`config.mk`:
```
export PLATFORM = sky130hd
export DESIGN_NAME = keyed_wdog
export DESIGN_NICKNAME = d
export VERILOG_FILES = /design/src/rtl/keyed_wdog_pkg.sv /design/src/rtl/keyed_wdog_regs.sv /design/src/rtl/keyed_wdog_cnt.sv /design/src/rtl/keyed_wdog_hold.sv /design/src/rtl/keyed_wdog.sv
export SDC_FILE = /design/constraint.sdc
export NUM_CORES = 1
export LEC_CHECK = 0
export BUFFER_PORTS_ARGS = -buffer_cell sky130_fd_sc_hd__buf_2
export CORE_MARGIN = 8
export CORE_UTILIZATION = 40
export CTS_CLUSTER_SIZE = 20
export DETAILED_ROUTE_END_ITERATION = 12
export PLACE_DENSITY = 0.73
export SETUP_SLACK_MARGIN = 0.3
export SYNTH_ARGS = -nofsm -noshare
export SYNTH_HDL_FRONTEND = slang
export SYNTH_SLANG_ARGS = --single-unit
```
`constraint.sdc`:
```
create_clock -name clk -period 2.2 [get_ports clk]
set_input_delay 0.22 -clock clk [delete_from_list [all_inputs] [get_ports clk]]
set_output_delay 0.22 -clock clk [all_outputs]
set_load 0.03 [all_outputs]
```
`src/rtl/keyed_wdog_pkg.sv`:
```
package keyed_wdog_pkg;

   // register byte offsets
   localparam logic [7:0] OFF_MODE  = 8'h00;
   localparam logic [7:0] OFF_LEN   = 8'h04;
   localparam logic [7:0] OFF_KICK  = 8'h08;
   localparam logic [7:0] OFF_SWRST = 8'h14;

   // key and code values
   localparam logic [7:0]  MODE_KEY   = 8'h22;
   localparam logic [4:0]  LEN_KEY    = 5'h08;
   localparam logic [31:0] KICK_CODE  = 32'h0000_1971;
   localparam logic [31:0] SWRST_CODE = 32'h0000_1209;

   // units of the length field per second of a 32 kHz timebase
   localparam int UNITS_PER_SEC = 64;

   typedef struct packed {
      logic cnt_sel;
      logic dual;
      logic auto_st;
      logic irq_en;
      logic ext_en;
      logic ext_pol;
      logic en;
   } mode_t;

endpackage

```
`src/rtl/keyed_wdog_regs.sv`:
```
module keyed_wdog_regs
   import keyed_wdog_pkg::*;
#(
   parameter int ADDR_W    = 8,
   parameter int LEN_W     = 11,
   parameter int RESET_LEN = 1984
) (
   input  logic              clk,
   input  logic              rst_n,
   input  logic              clr_i,
   input  logic [ADDR_W-1:0] addr_i,
   input  logic [31:0]       wdata_i,
   input  logic              we_i,
   output logic [31:0]       rdata_o,
   output logic              en_o,
   output logic              dual_o,
   output logic [LEN_W-1:0]  len_o,
   output logic              start_o,
   output logic              kick_o,
   output logic              swrst_o
);

   mode_t            mode_q;
   logic [LEN_W-1:0] len_q;
   logic             hit_mode, hit_len, hit_kick, hit_swrst;
   logic             mode_wr, len_wr;

   assign hit_mode  = addr_i == ADDR_W'(OFF_MODE);
   assign hit_len   = addr_i == ADDR_W'(OFF_LEN);
   assign hit_kick  = addr_i == ADDR_W'(OFF_KICK);
   assign hit_swrst = addr_i == ADDR_W'(OFF_SWRST);

   assign mode_wr = we_i && hit_mode && (wdata_i[31:24] == MODE_KEY);
   assign len_wr  = we_i && hit_len  && (wdata_i[4:0]   == LEN_KEY);
   assign kick_o  = we_i && hit_kick  && (wdata_i == KICK_CODE);
   assign swrst_o = we_i && hit_swrst && (wdata_i == SWRST_CODE);
   assign start_o = mode_wr && wdata_i[0] && !mode_q.en;

   always_ff @(posedge clk or negedge rst_n) begin
      if (!rst_n) begin
         mode_q <= '0;
         len_q  <= LEN_W'(RESET_LEN);
      end else if (clr_i) begin
         mode_q <= '0;
         len_q  <= LEN_W'(RESET_LEN);
      end else begin
         if (mode_wr) begin
            mode_q <= '{cnt_sel: wdata_i[8], dual: wdata_i[6], auto_st: wdata_i[4],
                        irq_en: wdata_i[3], ext_en: wdata_i[2], ext_pol: wdata_i[1],
                        en: wdata_i[0]};
         end
         if (len_wr) begin
            len_q <= wdata_i[5 +: LEN_W];
         end
      end
   end

   always_comb begin
      rdata_o = '0;
      if (hit_mode) begin
         rdata_o = {23'b0, mode_q.cnt_sel, 1'b0, mode_q.dual, 1'b0, mode_q.auto_st,
                    mode_q.irq_en, mode_q.ext_en, mode_q.ext_pol, mode_q.en};
      end else if (hit_len) begin
         rdata_o = {{(27-LEN_W){1'b0}}, len_q, 5'b0};
      end
   end

   assign en_o   = mode_q.en;
   assign dual_o = mode_q.dual && mode_q.irq_en;
   assign len_o  = len_q;


   mode_key_chk: assert property (@(posedge clk) disable iff (!rst_n)
      (we_i && hit_mode && wdata_i[31:24] != MODE_KEY && !clr_i) |=> $stable(mode_q));


   len_key_chk: assert property (@(posedge clk) disable iff (!rst_n)
      (we_i && hit_len && wdata_i[4:0] != LEN_KEY && !clr_i) |=> $stable(len_q));

endmodule

```
`src/rtl/keyed_wdog_cnt.sv`:
```
module keyed_wdog_cnt #(
   parameter int LEN_W          = 11,
   parameter int TICKS_PER_UNIT = 512
) (
   input  logic             clk,
   input  logic             rst_n,
   input  logic             clr_i,
   input  logic             tick_i,
   input  logic             en_i,
   input  logic             dual_i,
   input  logic             halt_i,
   input  logic             load_i,
   input  logic [LEN_W-1:0] len_i,
   output logic             irq_o,
   output logic             bite_o
);

   logic             run, unit_end, last, first_stage, stage_q;
   logic [LEN_W-1:0] cnt_q;

   assign run = en_i && !halt_i;

   generate
      if (TICKS_PER_UNIT == 1) begin : g_direct
         assign unit_end = tick_i;
      end else begin : g_pre
         localparam int PRE_W = $clog2(TICKS_PER_UNIT);
         logic [PRE_W-1:0] pre_q;
         logic             wrap;
         assign wrap = pre_q == PRE_W'(TICKS_PER_UNIT - 1);
         always_ff @(posedge clk or negedge rst_n) begin
            if (!rst_n)                pre_q <= '0;
            else if (clr_i || load_i)  pre_q <= '0;
            else if (run && tick_i)    pre_q <= wrap ? '0 : pre_q + 1'b1;
         end
         assign unit_end = tick_i && wrap;
      end
   endgenerate

   assign last        = cnt_q <= LEN_W'(1);
   assign first_stage = dual_i && !stage_q;
   assign bite_o      = run && unit_end && last && !first_stage;

   always_ff @(posedge clk or negedge rst_n) begin
      if (!rst_n) begin
         cnt_q <= '0; stage_q <= 1'b0; irq_o <= 1'b0;
      end else if (clr_i) begin
         cnt_q <= '0; stage_q <= 1'b0; irq_o <= 1'b0;
      end else if (load_i) begin
         cnt_q <= len_i; stage_q <= 1'b0; irq_o <= 1'b0;
      end else if (!en_i) begin
         stage_q <= 1'b0; irq_o <= 1'b0;
      end else if (run && unit_end) begin
         if (!last) begin
            cnt_q <= cnt_q - 1'b1;
         end else if (first_stage) begin
            stage_q <= 1'b1;
            irq_o   <= 1'b1;
            cnt_q   <= len_i;
         end
      end
   end


   irq_off_chk: assert property (@(posedge clk) disable iff (!rst_n)
      (!en_i && !load_i) |=> !irq_o);


   kick_clr_chk: assert property (@(posedge clk) disable iff (!rst_n)
      load_i |=> !irq_o);


   irq_rise_chk: assert property (@(posedge clk) disable iff (!rst_n)
      $rose(irq_o) |-> $past(en_i && dual_i));

endmodule

```
`src/rtl/keyed_wdog_hold.sv`:
```
module keyed_wdog_hold #(
   parameter int HOLD_TICKS = 16
) (
   input  logic clk,
   input  logic rst_n,
   input  logic tick_i,
   input  logic trig_i,
   output logic req_o,
   output logic done_o
);

   localparam int CW = $clog2(HOLD_TICKS + 1);

   logic [CW-1:0] left_q;

   assign done_o = req_o && tick_i && (left_q == CW'(1));

   always_ff @(posedge clk or negedge rst_n) begin
      if (!rst_n) begin
         req_o  <= 1'b0;
         left_q <= '0;
      end else if (!req_o) begin
         if (trig_i) begin
            req_o  <= 1'b1;
            left_q <= CW'(HOLD_TICKS);
         end
      end else if (tick_i) begin
         if (left_q == CW'(1)) begin
            req_o  <= 1'b0;
            left_q <= '0;
         end else begin
            left_q <= left_q - 1'b1;
         end
      end
   end


   hold_keep_chk: assert property (@(posedge clk) disable iff (!rst_n)
      (req_o && !done_o) |=> req_o);


   trig_rise_chk: assert property (@(posedge clk) disable iff (!rst_n)
      (!req_o && trig_i) |=> req_o);

endmodule

```
`src/rtl/keyed_wdog.sv`:
```
module keyed_wdog #(
   parameter int ADDR_W         = 8,
   parameter int LEN_W          = 11,
   parameter int TICKS_PER_UNIT = 512,
   parameter int HOLD_TICKS     = 16,
   parameter int RESET_LEN      = 31 * keyed_wdog_pkg::UNITS_PER_SEC
) (
   input  logic              clk,
   input  logic              rst_n,
   input  logic              tick_i,
   input  logic [ADDR_W-1:0] bus_addr,
   input  logic [31:0]       bus_wdata,
   input  logic              bus_we,
   output logic [31:0]       bus_rdata,
   output logic              irq_o,
   output logic              rst_req_o
);

   generate
      if (LEN_W < 11 || LEN_W > 27) begin : g_bad_len
         $error("LEN_W must lie in 11..27 so that 31 s fits");
      end
      if (ADDR_W < 5) begin : g_bad_addr
         $error("ADDR_W too small for the register offsets");
      end
      if (TICKS_PER_UNIT < 1 || HOLD_TICKS < 1) begin : g_bad_cnt
         $error("TICKS_PER_UNIT and HOLD_TICKS must be positive");
      end
      if (RESET_LEN < 1 || RESET_LEN >= (1 << LEN_W)) begin : g_bad_rlen
         $error("RESET_LEN does not fit the length field");
      end
   endgenerate

   logic             en, dual, start, kick, swrst, bite, clr;
   logic [LEN_W-1:0] len;

   keyed_wdog_regs #(
      .ADDR_W(ADDR_W), .LEN_W(LEN_W), .RESET_LEN(RESET_LEN)
   ) regs_i (
      .clk(clk), .rst_n(rst_n), .clr_i(clr),
      .addr_i(bus_addr), .wdata_i(bus_wdata), .we_i(bus_we),
      .rdata_o(bus_rdata), .en_o(en), .dual_o(dual), .len_o(len),
      .start_o(start), .kick_o(kick), .swrst_o(swrst)
   );

   keyed_wdog_cnt #(
      .LEN_W(LEN_W), .TICKS_PER_UNIT(TICKS_PER_UNIT)
   ) cnt_i (
      .clk(clk), .rst_n(rst_n), .clr_i(clr), .tick_i(tick_i),
      .en_i(en), .dual_i(dual), .halt_i(rst_req_o),
      .load_i(start || kick), .len_i(len),
      .irq_o(irq_o), .bite_o(bite)
   );

   keyed_wdog_hold #(
      .HOLD_TICKS(HOLD_TICKS)
   ) hold_i (
      .clk(clk), .rst_n(rst_n), .tick_i(tick_i),
      .trig_i(bite || swrst), .req_o(rst_req_o), .done_o(clr)
   );

endmodule

```
==> metrics.md <==
| Metric | Value |
|---|---|
| Vias in the first global route | approximately 2900 |
| Worst setup EP type | flop |
| Final Max Tran Viols | 0 |
| Top FF cell, synth | dfrtp_1 |
| Clock Latency Late Sink | 300 ps |
| Asr flop ratio synth | 100.0% |
| DR vias/cell | 5.309 |
| Pin count of the biggest net entering global routing | 25 |
| P&R area growth vs syn | 29.36% |
| Post-synth EDFFs | 0 |
| Avg WL per Cell | 15.20 um |
| DRC viols | 0 |
| Setup-failing EPs final | 0 |
| Synth Area in Adders | between 2 and 3% |
| First-pass GRT wire length | between 10000 and 15000 um |
| Row cnt | 31 |
| Synth Area in Simple Gates | a little under a third |
| Mux cell area share after synthesis | just under 6% |
| RSZ-0062 raised after global routing | yes |
| DRT Wirelength | roughly 7900 um |
| Bufs on Longest Clock Path | 2 |
| HPWL after detailed placement | roughly 5900 um |
| Cell variety after synth | 48 |
| Met2 WL post-DR | a little under 4000 um |
| Uppermost layer routed | met4 |
| Final worst path period share | between 90 and 100% |
| Synth warn | 0 |
| DRT iter0 DRCs | 196 |
| Max VDD drop | ~0.28 mV |
| Largest family of logic cells by synthesized area | simple AND/OR/NAND/NOR gates |
| Initial core utilization | 40.40% |
| WL met1 | roughly 3400 um |
| CP delay by family, top | simple AND/OR/NAND/NOR gates |
| Relative slew slack | between 60 and 70% |
| Most frequent cells in the layout | 61 x buf_2, 40 x dfrtp_1, 37 x nand2_1 |
| Final WS setup | between 40 and 50 ps |
| Final non-filler cell total | 517 |
| Crit-path max cell delay | slightly above 400 ps |
| F_max | between 400 and 500 MHz |
| Synth Area in XOR/XNOR | 0% |
| Complex-gate fraction of the synthesized area | 12.48% |
| Initial antenna violation count | 0 |
| # diodes | 0 |
| Cts bufs inserted | 5 |
| H-tree levels | 2 |
| Tightest Pin Transition | around 540 ps |
| Die H | approximately 100 um |
| Cell repeated most along the worst path | and3_4 |
| Post-synthesis cell count | between 300 and 400 |
| Worst-path clk slew | 90 ps |
| Critical Path Fanout Max | 4 |
| Crit-path slowest cell | or4_1 |
| FF-to-FF path depth | 10 |
| Crit path DAT | around 2400 ps |
| Worst path bufs/invs | 0 |
| Gr usage total | between 10% and 20% |
| Yosys reg bits | 45 |
| Core area | about 7000 sq um |
| Nets | around 470 |
| Stages on worst setup path | 10 |
| Pre-CTS WS | -26.78 ps |
| Outcome | finished clean |
| Sequential area share after synthesis | ~40% |
| Placed Cells | 500 |
| Max-cap violation count | 0 |
| Clk_skew | 8.824 ps |
| Most common cell after layout, fill and taps aside | buf_2 |
| Pwr Density | approximately 430 nW/um^2 |
| Buffers on Ports | 61 |
| Die Area | 10130 sq um |
| I/O Pins | ~80 |
| Endpoints failing hold | 0 |
| Minimum clock period | ~2200 ps |
| Startpoint Class | flop |
| Detailed Routing Iterations Pass 1 | 4 |
| Met3 wire length | approximately 400 um |
| Routed via count | about 2700 |
| Antenna Violating Nets Remaining | 0 |
| Worst min path class | in -> reg |
| Remaining Overflow, GRT | 0 |
| GPL Wtd Cong | approximately 0.89 |
| Root Buffer | clkbuf_8 |
| Die W | ~100 um |
| Leakage power | ~1.8 nW |
| WS Path Type | reg -> reg |
| Share of layout cells above drive strength 1 | around 34% |
| Worst Path Required | about 2400 ps |
| Clock Sinks | 45 |
| Mapped Avg Cell Area | approximately 8.6 sq um |
| CTS tree | done |
| Hold path depth | 3 |
| Ordered list of cells on the worst path | ha_2 > and3_4 > and3_4 > and3_4 > ha_4 > nand2_4 > nor3_4 > a211oi_2 > or4_1 > o211ai_1 |
| Post-Syn Area | about 2900 sq um |
==> per-layer routing <==
layer  GRT usage (%)  vias up
li1                -     1318
met4           5.465        0
met1           18.13     1319
met2           27.81      101
met3           2.762        7
met5               0        -
==> area by class of cell <==
cell class / count / area [sq um]
Clock buffer: 6 / 72.57
Clock inverter: 2 / 35.03
Fill cell: 663 / 3388
Inverter: 15 / 56.30
Multi-Input combinational cell: 260 / 1720
Sequential cell: 45 / 1132
Tap cell: 99 / 123.9
Timing Repair Buffer: 90 / 569.3
==> worst min-delay path: stages <==
cell and delay [ps]:
buf_2 100, nand2_1 50, nand3_1 60
==> stage by stage <==
| step | total power, W | TNS, ps | cell area, sq um | hold slack [ps] | utilization (%) |
|---|---|---|---|---|---|
| floorplan | 0.0009260 | 0 | 3007 | -75.59 | - |
| global placement | 0.0009821 | 0 | 3403 | 234.8 | 47.95 |
| detailed placement | 0.0009842 | -150.1 | 3403 | 236.7 | 47.95 |
| CTS | 0.001594 | 0 | 3593 | 140.0 | 50.63 |
| global route | 0.001641 | -202.7 | 3710 | 160.9 | 52.27 |
| finish | 0.001592 | 0 | 3710 | 142.5 | 52.27 |
==> final timing paths <==
check	endpoint	from	slack (ps)
worst max-delay path	hold_i.left_q[4]$_DFFE_PN0P_	cnt_i.g_pre.pre_q[1]$_DFFE_PN0P_	50
worst max register to register	hold_i.left_q[4]$_DFFE_PN0P_	cnt_i.g_pre.pre_q[1]$_DFFE_PN0P_	50
max in group asynchronous	cnt_i.cnt_q[3]$_DFFE_PN0P_	rst_n	1250
worst min-delay path	regs_i.len_o[7]$_DFFE_PN1P_	bus_wdata[12]	140
min in group asynchronous	cnt_i.cnt_q[9]$_DFFE_PN0P_	rst_n	430
worst min register to register	regs_i.len_o[7]$_DFFE_PN1P_	regs_i.len_o[7]$_DFFE_PN1P_	500
==> synth_stat cells, types with 2 or more instances <==
library cell / instances / share of area [%]
and4b_1: 2 / 0.70
a31oi_1: 9 / 2.0
o21ai_1: 2 / 0.35
nor3b_1: 3 / 0.79
nand3b_1: 2 / 0.52
clkbuf_1: 10 / 1.3
mux2i_1: 17 / 5.9
dfstp_2: 5 / 4.6
nor4_4: 2 / 1.5
and2_1: 12 / 2.6
or3_1: 3 / 0.65
nor4_2: 2 / 0.87
dfrtp_1: 40 / 35
nor4_1: 6 / 1.3
a22oi_1: 2 / 0.52
o21ai_0: 13 / 2.3
o22ai_1: 10 / 2.2
nor4b_1: 3 / 0.92
buf_4: 16 / 4.2
nor2_1: 36 / 4.7
nor3_1: 7 / 1.2
and3_1: 13 / 2.8
nand3_1: 14 / 2.4
a22o_1: 2 / 0.61
ha_1: 6 / 2.6
or3b_2: 2 / 0.61
a21oi_1: 16 / 2.8
buf_6: 3 / 1.2
nand2_1: 42 / 5.5
inv_1: 14 / 1.8
nand4_1: 4 / 0.87
==> cells by family after synthesis <==
kind of cell / Yosys count
muxes: 17
adders and majority gates: 6
other: 1
AOI/OAI and AO/OA: 60
buffers and inverters: 45
DFF: 45
and+or+nand+nor: 161
==> power by group <==
| group | total [W] | switching [W] | internal, W |
|---|---|---|---|
| registers | 0.000830 | 0.00000151 | 0.000828 |
| logic | 0.000141 | 0.0000948 | 0.0000466 |
| clock network | 0.000620 | 0.000283 | 0.000337 |
| total | 0.00159 | 0.000379 | 0.00121 |
==> repair_timing <==
| item | in CTS | in global routing |
|---|---|---|
| endpoints found under the hold margin | 16 | 0 |
| cloned | 1 | 0 |
| hold buffers | 1 | 0 |
| setup endpoints to repair | 19 | 35 |
| gates resized for setup | 15 | 23 |
| setup buffers | 4 | 3 |
| pin swaps | 5 | 9 |
==> sequential cells by signal, indices dropped and copies added (netlist names) <==
| signal | count |
|---|---|
| regs_i.en_o | 1 |
| cnt_i.irq_o | 1 |
| hold_i.req_o | 1 |
| regs_i.mode_q | 6 |
| hold_i.left_q | 5 |
| cnt_i.cnt_q | 11 |
| regs_i.len_o | 11 |
| cnt_i.g_pre.pre_q | 9 |
No activity file was read; power rests on OpenSTA's default activity.
